**src/rtl/adc_seq_pkg.sv**
```systemverilog
package adc_seq_pkg;

   typedef enum logic [1:0] {
      ST_PWRUP = 2'd0,
      ST_WAIT  = 2'd1,
      ST_CONV  = 2'd2,
      ST_READ  = 2'd3
   } seq_state_e;

   function automatic int unsigned max2(input int unsigned a, input int unsigned b);
      return (a > b) ? a : b;
   endfunction

endpackage

```
**src/rtl/adc_cnv_clkgen.sv**
```systemverilog
module adc_cnv_clkgen #(
   parameter int unsigned HALF_DIV = 2
) (
   input  logic clk,
   input  logic rst_n,
   output logic cnv_clk,
   output logic fall_next
);
   localparam int unsigned DW = (HALF_DIV > 1) ? $clog2(HALF_DIV) : 1;

   logic [DW-1:0] cnt;
   logic          wrap;

   assign wrap      = (cnt == DW'(HALF_DIV - 1));
   assign fall_next = wrap && cnv_clk;

   always_ff @(posedge clk) begin
      if (!rst_n) begin
         cnt     <= '0;
         cnv_clk <= 1'b0;
      end else if (wrap) begin
         cnt     <= '0;
         cnv_clk <= ~cnv_clk;
      end else begin
         cnt <= cnt + 1'b1;
      end
   end

   // the converter clock never holds a level longer than HALF_DIV host cycles
   a_r4_clk_toggles: assert property (@(posedge clk) disable iff (!rst_n)
      fall_next |=> $fell(cnv_clk));

endmodule

```
**src/rtl/adc_dly_timer.sv**
```systemverilog
module adc_dly_timer #(
   parameter int unsigned W    = 8,
   parameter int unsigned INIT = 0
) (
   input  logic         clk,
   input  logic         rst_n,
   input  logic         load,
   input  logic [W-1:0] load_val,
   output logic         done
);
   logic [W-1:0] cnt;

   assign done = (cnt == '0);

   always_ff @(posedge clk) begin
      if (!rst_n)
         cnt <= W'(INIT);
      else if (load)
         cnt <= load_val;
      else if (!done)
         cnt <= cnt - 1'b1;
   end

   // a running interval only counts down until it expires
   a_r6_monotonic: assert property (@(posedge clk) disable iff (!rst_n)
      !load && !done |=> cnt == $past(cnt) - 1'b1);

endmodule

```
**src/rtl/adc_eoc_sync.sv**
```systemverilog
module adc_eoc_sync #(
   parameter int unsigned STAGES = 2
) (
   input  logic clk,
   input  logic rst_n,
   input  logic din,
   output logic fall
);
   logic lvl;
   logic lvl_q;

   if (STAGES == 0) begin : g_direct
      assign lvl = din;
   end else begin : g_chain
      logic [STAGES-1:0] sh;
      always_ff @(posedge clk) begin
         if (!rst_n) sh[0] <= 1'b1;
         else        sh[0] <= din;
      end
      for (genvar i = 1; i < STAGES; i++) begin : g_stage
         always_ff @(posedge clk) begin
            if (!rst_n) sh[i] <= 1'b1;
            else        sh[i] <= sh[i-1];
         end
      end
      assign lvl = sh[STAGES-1];
   end

   always_ff @(posedge clk) begin
      if (!rst_n) lvl_q <= 1'b1;
      else        lvl_q <= lvl;
   end

   assign fall = lvl_q && !lvl;

endmodule

```
**src/rtl/adc_fullctl_seq.sv**
```systemverilog
module adc_fullctl_seq
   import adc_seq_pkg::*;
#(
   parameter int unsigned DATA_W          = 12,
   parameter int unsigned HALF_DIV        = 2,
   parameter int unsigned START_SETUP_CYC = 1,
   parameter int unsigned PWRUP_CYC       = 120,
   parameter int unsigned ACQ_CYC         = 24,
   parameter int unsigned CW_CYC          = 3,
   parameter int unsigned RD_CYC          = 5,
   parameter int unsigned SYNC_STAGES     = 2
) (
   input  logic                     clk,
   input  logic                     rst_n,
   output logic                     adc_clk,
   output logic                     adc_start_n,
   output logic                     adc_sel_n,
   output logic                     adc_rd_n,
   input  logic                     adc_eoc_n,
   input  logic [DATA_W-1:0]        adc_data,
   output logic                     res_valid,
   input  logic                     res_ready,
   output logic signed [DATA_W-1:0] res_data
);
   localparam int unsigned TMAX  = max2(max2(PWRUP_CYC, ACQ_CYC), max2(CW_CYC, RD_CYC));
   localparam int unsigned CNT_W = $clog2(TMAX + 1);

   if (DATA_W < 2) begin : g_bad_width
      $error("DATA_W must be at least 2");
   end
   if (HALF_DIV < START_SETUP_CYC || HALF_DIV == 0) begin : g_bad_div
      $error("HALF_DIV must cover the start setup time");
   end
   if (PWRUP_CYC < 28 * HALF_DIV) begin : g_bad_pwrup
      $error("PWRUP_CYC shorter than 14 converter clocks");
   end
   if (CW_CYC < 1 || RD_CYC < 1) begin : g_bad_pulse
      $error("CW_CYC and RD_CYC must be at least 1");
   end

   seq_state_e       st;
   logic             fall_next;
   logic             eoc_fall;
   logic             eoc_seen;
   logic             pwr_done;
   logic             acq_done;
   logic             step_done;
   logic             start_go;
   logic             read_go;
   logic             step_load;
   logic [CNT_W-1:0] step_val;

   adc_cnv_clkgen #(.HALF_DIV(HALF_DIV)) u_clkgen (
      .clk       (clk),
      .rst_n     (rst_n),
      .cnv_clk   (adc_clk),
      .fall_next (fall_next)
   );

   adc_eoc_sync #(.STAGES(SYNC_STAGES)) u_sync (
      .clk   (clk),
      .rst_n (rst_n),
      .din   (adc_eoc_n),
      .fall  (eoc_fall)
   );

   adc_dly_timer #(.W(CNT_W), .INIT(PWRUP_CYC)) u_pwr_tmr (
      .clk      (clk),
      .rst_n    (rst_n),
      .load     (1'b0),
      .load_val ('0),
      .done     (pwr_done)
   );

   adc_dly_timer #(.W(CNT_W), .INIT(0)) u_acq_tmr (
      .clk      (clk),
      .rst_n    (rst_n),
      .load     (eoc_fall),
      .load_val (CNT_W'(ACQ_CYC)),
      .done     (acq_done)
   );

   adc_dly_timer #(.W(CNT_W), .INIT(0)) u_step_tmr (
      .clk      (clk),
      .rst_n    (rst_n),
      .load     (step_load),
      .load_val (step_val),
      .done     (step_done)
   );

   assign start_go  = (st == ST_WAIT) && !res_valid && acq_done && fall_next;
   assign read_go   = (st == ST_CONV) && adc_start_n && (eoc_seen || eoc_fall);
   assign step_load = start_go || read_go;
   assign step_val  = start_go ? CNT_W'(CW_CYC) : CNT_W'(RD_CYC);

   always_ff @(posedge clk) begin
      if (!rst_n) begin
         st          <= ST_PWRUP;
         adc_start_n <= 1'b1;
         adc_sel_n   <= 1'b1;
         adc_rd_n    <= 1'b1;
         eoc_seen    <= 1'b0;
         res_valid   <= 1'b0;
         res_data    <= '0;
      end else begin
         if (res_valid && res_ready) res_valid <= 1'b0;
         unique case (st)
            ST_PWRUP: if (pwr_done) st <= ST_WAIT;
            ST_WAIT: begin
               if (start_go) begin
                  adc_start_n <= 1'b0;
                  eoc_seen    <= 1'b0;
                  st          <= ST_CONV;
               end
            end
            ST_CONV: begin
               if (step_done) adc_start_n <= 1'b1;
               if (eoc_fall)  eoc_seen    <= 1'b1;
               if (read_go) begin
                  adc_sel_n <= 1'b0;
                  adc_rd_n  <= 1'b0;
                  st        <= ST_READ;
               end
            end
            ST_READ: begin
               if (step_done) begin
                  res_data  <= adc_data;
                  res_valid <= 1'b1;
                  adc_sel_n <= 1'b1;
                  adc_rd_n  <= 1'b1;
                  st        <= ST_WAIT;
               end
            end
            default: st <= ST_PWRUP;
         endcase
      end
   end

   a_r2_start_alone: assert property (@(posedge clk) disable iff (!rst_n)
      !adc_start_n |-> adc_sel_n && adc_rd_n);

   a_r3_read_alone: assert property (@(posedge clk) disable iff (!rst_n)
      !adc_rd_n |-> adc_start_n && !adc_sel_n);

   a_r4_start_on_clk_fall: assert property (@(posedge clk) disable iff (!rst_n)
      $fell(adc_start_n) |-> $fell(adc_clk));

   a_r7_capture_from_read: assert property (@(posedge clk) disable iff (!rst_n)
      $rose(res_valid) |-> $past(!adc_rd_n));

   a_r8_hold_word: assert property (@(posedge clk) disable iff (!rst_n)
      res_valid && !res_ready |=> res_valid && $stable(res_data));

   a_r9_no_start_when_full: assert property (@(posedge clk) disable iff (!rst_n)
      res_valid |=> !$fell(adc_start_n));

endmodule

```
**config.mk**
```make
export PLATFORM = sky130hd
export DESIGN_NAME = adc_fullctl_seq
export DESIGN_NICKNAME = d
export VERILOG_FILES = /design/src/rtl/adc_seq_pkg.sv /design/src/rtl/adc_cnv_clkgen.sv /design/src/rtl/adc_dly_timer.sv /design/src/rtl/adc_eoc_sync.sv /design/src/rtl/adc_fullctl_seq.sv
export SDC_FILE = /design/constraint.sdc
export NUM_CORES = 1
export LEC_CHECK = 0
export ABC_AREA = 1
export BUFFER_PORTS_ARGS = -buffer_cell sky130_fd_sc_hd__clkbuf_2
export CELL_PAD_IN_SITES_DETAIL_PLACEMENT = 2
export CELL_PAD_IN_SITES_GLOBAL_PLACEMENT = 2
export CORE_ASPECT_RATIO = 1.1
export CORE_MARGIN = 3
export CORE_UTILIZATION = 32
export DETAILED_ROUTE_END_ITERATION = 8
export PLACE_DENSITY = 0.83
export SYNTH_ARGS = -nofsm -noshare
export SYNTH_HDL_FRONTEND = slang
export SYNTH_SLANG_ARGS = --single-unit
```
**constraint.sdc**
```tcl
create_clock -name clk -period 2 [get_ports clk]
set_clock_uncertainty 0.15 [all_clocks]
set_input_delay 0 -clock clk [delete_from_list [all_inputs] [get_ports clk]]
set_output_delay 0 -clock clk [all_outputs]
set_load 0.005 [all_outputs]
```
==> results list <==
- The run finished with clean final reports.
* Top fanout value on the critical path: 4
- Data on the critical path is required at its endpoint by 2.04 ns.
* Die Wd: between 80 and 90 um
- Leaving out fill and tap cells, the most frequent cell in the layout is dfxtp_1.
- Counting flops and latches in the post-synthesis netlist gives between 40 and 50.
- Compound-Gate Fraction of Synth Area: 10.2%
* First DRT Iteration DRCs: between 40 and 50
- Synth warnings: 0
- Shortest clock period the worst path allows after layout: ~1.9 ns
- Share of cell area taken by muxes after synthesis: 0%
* Primary FF master, synth: dfxtp_1
- At the end of routability-driven placement, the weighted congestion stood at a little under 0.8.
* Number of diodes added for antenna fixing: 0
- Global Route Usage Sum: between 10% and 20%
- The synthesized netlist contains 32 unique library cells.
- In this run the clock root is driven by a clkbuf_8.
* Number of fill cells: just under 700
- Clock tree from TritonCTS: done
- In this run, synthesis inferred 0 flip-flops with an integrated enable.
- The number of antenna violations at the first check in global routing came to 0.
- Counting every sink on the clock net gives 44.
- Nature of the critical path startpoint: register
- Summing the sequential cell areas from Yosys gives 43.3% of the chip area.
* Input/output buffers: 32
- The floorplan step set the die height to approximately 90 um.
- Ordered cell list for the critical path: inv_1, ha_1, nand2_1, inv_1, nand2_1, nand2_1, nand3_2, nor2_2, nand2_1, nand2_1, nor2_1
- The initial utilization of the core area, before any placement, comes to 34.2%.
* Top cell type's share of synthesized area: 43.3%
- Count of final hold-check violations: 0
- Max cap viols: 0
* GRT Residual Overflow: 0
- Number of H-tree branching levels: 2
* Synthesized area per cell: just under 8 um^2
* Async set or reset register ratio after synthesis: 0%
- In the routed design, unresolved DRC markers number 0.
- The max-slew violation total from the final report came to 0.
- CP top delay family: simple AND/OR/NAND/NOR gates
- Based on the critical path, the design can be clocked at up to roughly 530 MHz.
- Combined area of all synthesized cells: about 0.002 mm^2
- Cell types occupying the most area after synthesis: dfxtp_1 43%, nand2_1 6.6%, nor2_1 6.1%
- Detailed-router iteration count before antenna repair: 3
* Maximum number of pins on one net before global-route repair: 17
- The clock passes through at most 2 buffers.
- WL final: approximately 6 mm
- The via count of the first global-routing pass is between 2,000 and 2,500.
- For the worst setup path, the data arrival time is 1.92 ns.
- Once detail routing completed, the nets flagged for antenna violations numbered 0.
- In the final routed layout, each cell accounts on average for 15.8 um.
- P_leak: ~1.2 nW
- The routed layout has 1,856 vias.
- Longest individual stage delay on the worst path: between 0.3 and 0.4 ns
* Clock latency at the later pin of the worst-skew pair: ~0.30 ns
- Clock transition at path regs: roughly 0.1 ns
* Net count after synthesis: roughly 280
- Once placement completed, the tool counted placed cells totaling between 300 and 400.
- Non-filler instance count after layout: around 390
- I/O pin total: 33
- Power density over the cells: ~1200 mW/mm^2
* Register-to-register setup slack: about 0.12 ns
* Die footprint: around 0.0074 mm^2
- Standard cell with the maximum stage delay on the critical path: dfxtp_1
- Of the cells placed in the final design, the portion with a size suffix greater than 1 is between 20% and 30%.
* Placed wire-length estimate: between 3 and 4 mm
- VDD IR-drop max: about 0.00057 V
* Standard-cell row count: 29
- The setup path with the least slack is of type register to register.
- Commonest cells after routing, fill and taps aside: 44 x dfxtp_1, 36 x nand2_1, 33 x nor2_1
- Parity-gate share of the synthesized area counting xor and xnor cells: 3.44%
* Total power after layout: ~2.9 mW
* Synthesis-to-layout area growth: 24.9%
- Clock tree synthesis inserted a total of 5 buffers.
* Gate count after technology mapping: roughly 260
- After synthesis, the largest family of logic cells by area is simple AND/OR/NAND/NOR gates.
- STA classifies the critical path endpoint as a register.
- Part of the cycle the worst path needs: 93.9%
* Via count normalized by instance count: around 4.8
- Post-synthesis adder-cell area fraction: around 5.5%
- The tightest min-delay check is of the register to register type.
* Final setup violation count: 0
- Core region area: about 0.0060 mm^2
- Number of nets in the layout: 333
- Simple-gate area share of the yosys netlist: ~29%
- At the pin with the least slew margin, the transition time is between 0.3 and 0.4 ns.
- Setup repair after global routing could not meet its margin everywhere.
- Cell mode on critical path: nand2_1
- dfxtp_1 takes more of the synthesized area than any other cell.
* CP Buf/Inv Count: 2
- Worst max-slew margin expressed relative to the limit: between 70 and 80%
- The first global-routing pass estimated 10.0 mm of wire.
-- layout make-up --
| class | instances | area (um^2) | share of cell area (%) |
|---|---|---|---|
| clock inverter | 3 | 42.5 | 1.67 |
| multi-input combinational | 172 | 986 | 38.8 |
| timing repair buffer | 51 | 340 | 13.4 |
| clock buffer | 5 | 68.8 | 2.71 |
| tap | 77 | 96.3 | 3.79 |
| sequential | 44 | 881 | 34.6 |
| inverter | 34 | 128 | 5.02 |
-- state kept, by name, summed over array words and instances (netlist names) --
| register | count |
|---|---|
| u_clkgen.cnt | 1 |
| u_clkgen.cnv_clk | 1 |
| u_sync.lvl | 1 |
| eoc_seen | 1 |
| adc_start_n | 1 |
| u_step_tmr.cnt | 7 |
| adc_rd_n | 1 |
| u_acq_tmr.cnt | 7 |
| res_valid | 1 |
| st | 2 |
| res_data | 12 |
| u_sync.g_chain.sh | 1 |
| u_sync.lvl_q | 1 |
| u_pwr_tmr.cnt | 7 |
-- cell families (layout without fill, tap and decap cells) --
| logic type | count (synthesis) | in the layout |
|---|---|---|
| AO/OA/AOI/OAI | 38 | 38 |
| XOR/XNOR | 8 | 8 |
| adder cells (fa/ha/maj) | 9 | 9 |
| buffers and inverters | 40 | 93 |
| flip-flops | 44 | 44 |
| AND/OR/NAND/NOR | 117 | 117 |
-- Yosys cell counts (5+ instances only) --
| cell | number |
|---|---|
| xor2_1 | 5 |
| nor2_2 | 16 |
| a21oi_1 | 12 |
| dfxtp_1 | 44 |
| o21ai_0 | 11 |
| inv_1 | 30 |
| nor3_1 | 8 |
| o21ai_1 | 10 |
| nand2_1 | 36 |
| nand3_1 | 9 |
| ha_1 | 9 |
| nor2_1 | 33 |
-- metrics by stage --
step	setup WS [ns]	util [%]	instance area [um^2]	hold WS (ns)	setup TNS, ns
2_1_floorplan	0.445	-	2040	-0.0434	0
4_1_cts	0.166	42.3	2520	0.272	0
3_5_place_dp	0.170	37.9	2260	0.0439	0
5_1_grt	-0.00711	42.7	2540	0.292	-0.00711
6_report	0.121	42.7	2540	0.275	0
3_3_place_gp	0.221	37.9	2260	0.0470	0
-- per-layer routing --
| metal | GRT usage, % | wire length (um) | up-vias |
|---|---|---|---|
| li1 | - | - | 915 |
| met1 | 19.2 | 2470 | 904 |
| met2 | 35.0 | 3420 | 28 |
| met3 | 3.49 | 123 | 9 |
| met4 | 6.34 | 95 | 0 |
| met5 | 0 | 0 | - |
-- repair_timing --
| item | 4_1_cts | 5_1_grt |
|---|---|---|
| hold buffers | 15 | 0 |
| setup buffers | 0 | 3 |
| gates resized for setup | 0 | 1 |
| endpoints found under the setup margin | 0 | 2 |
| endpoints found under the hold margin | 15 | 0 |
-- where the power goes --
group | internal (mW) | switching, mW | total (mW)
sequential | 1.02 | 0.137 | 1.16
combinational | 0.411 | 0.673 | 1.08
clock | 0.370 | 0.325 | 0.695
total | 1.80 | 1.14 | 2.94
-- worst paths after layout --
| check | from | to | cells past startpoint |
|---|---|---|---|
| setup reg to reg | st[0]$_SDFFE_PN0P_ | st[1]$_SDFFE_PN0P_ | 11 |
| hold reg to reg | u_sync.g_chain.sh[0]$_SDFF_PN1_ | u_sync.lvl$_SDFF_PN1_ | 1 |
| hold / removal | u_sync.g_chain.sh[0]$_SDFF_PN1_ | u_sync.lvl$_SDFF_PN1_ | 1 |
| setup / recovery | st[0]$_SDFFE_PN0P_ | st[1]$_SDFFE_PN0P_ | 11 |
Note: power is estimated with default switching activity, not from simulation.
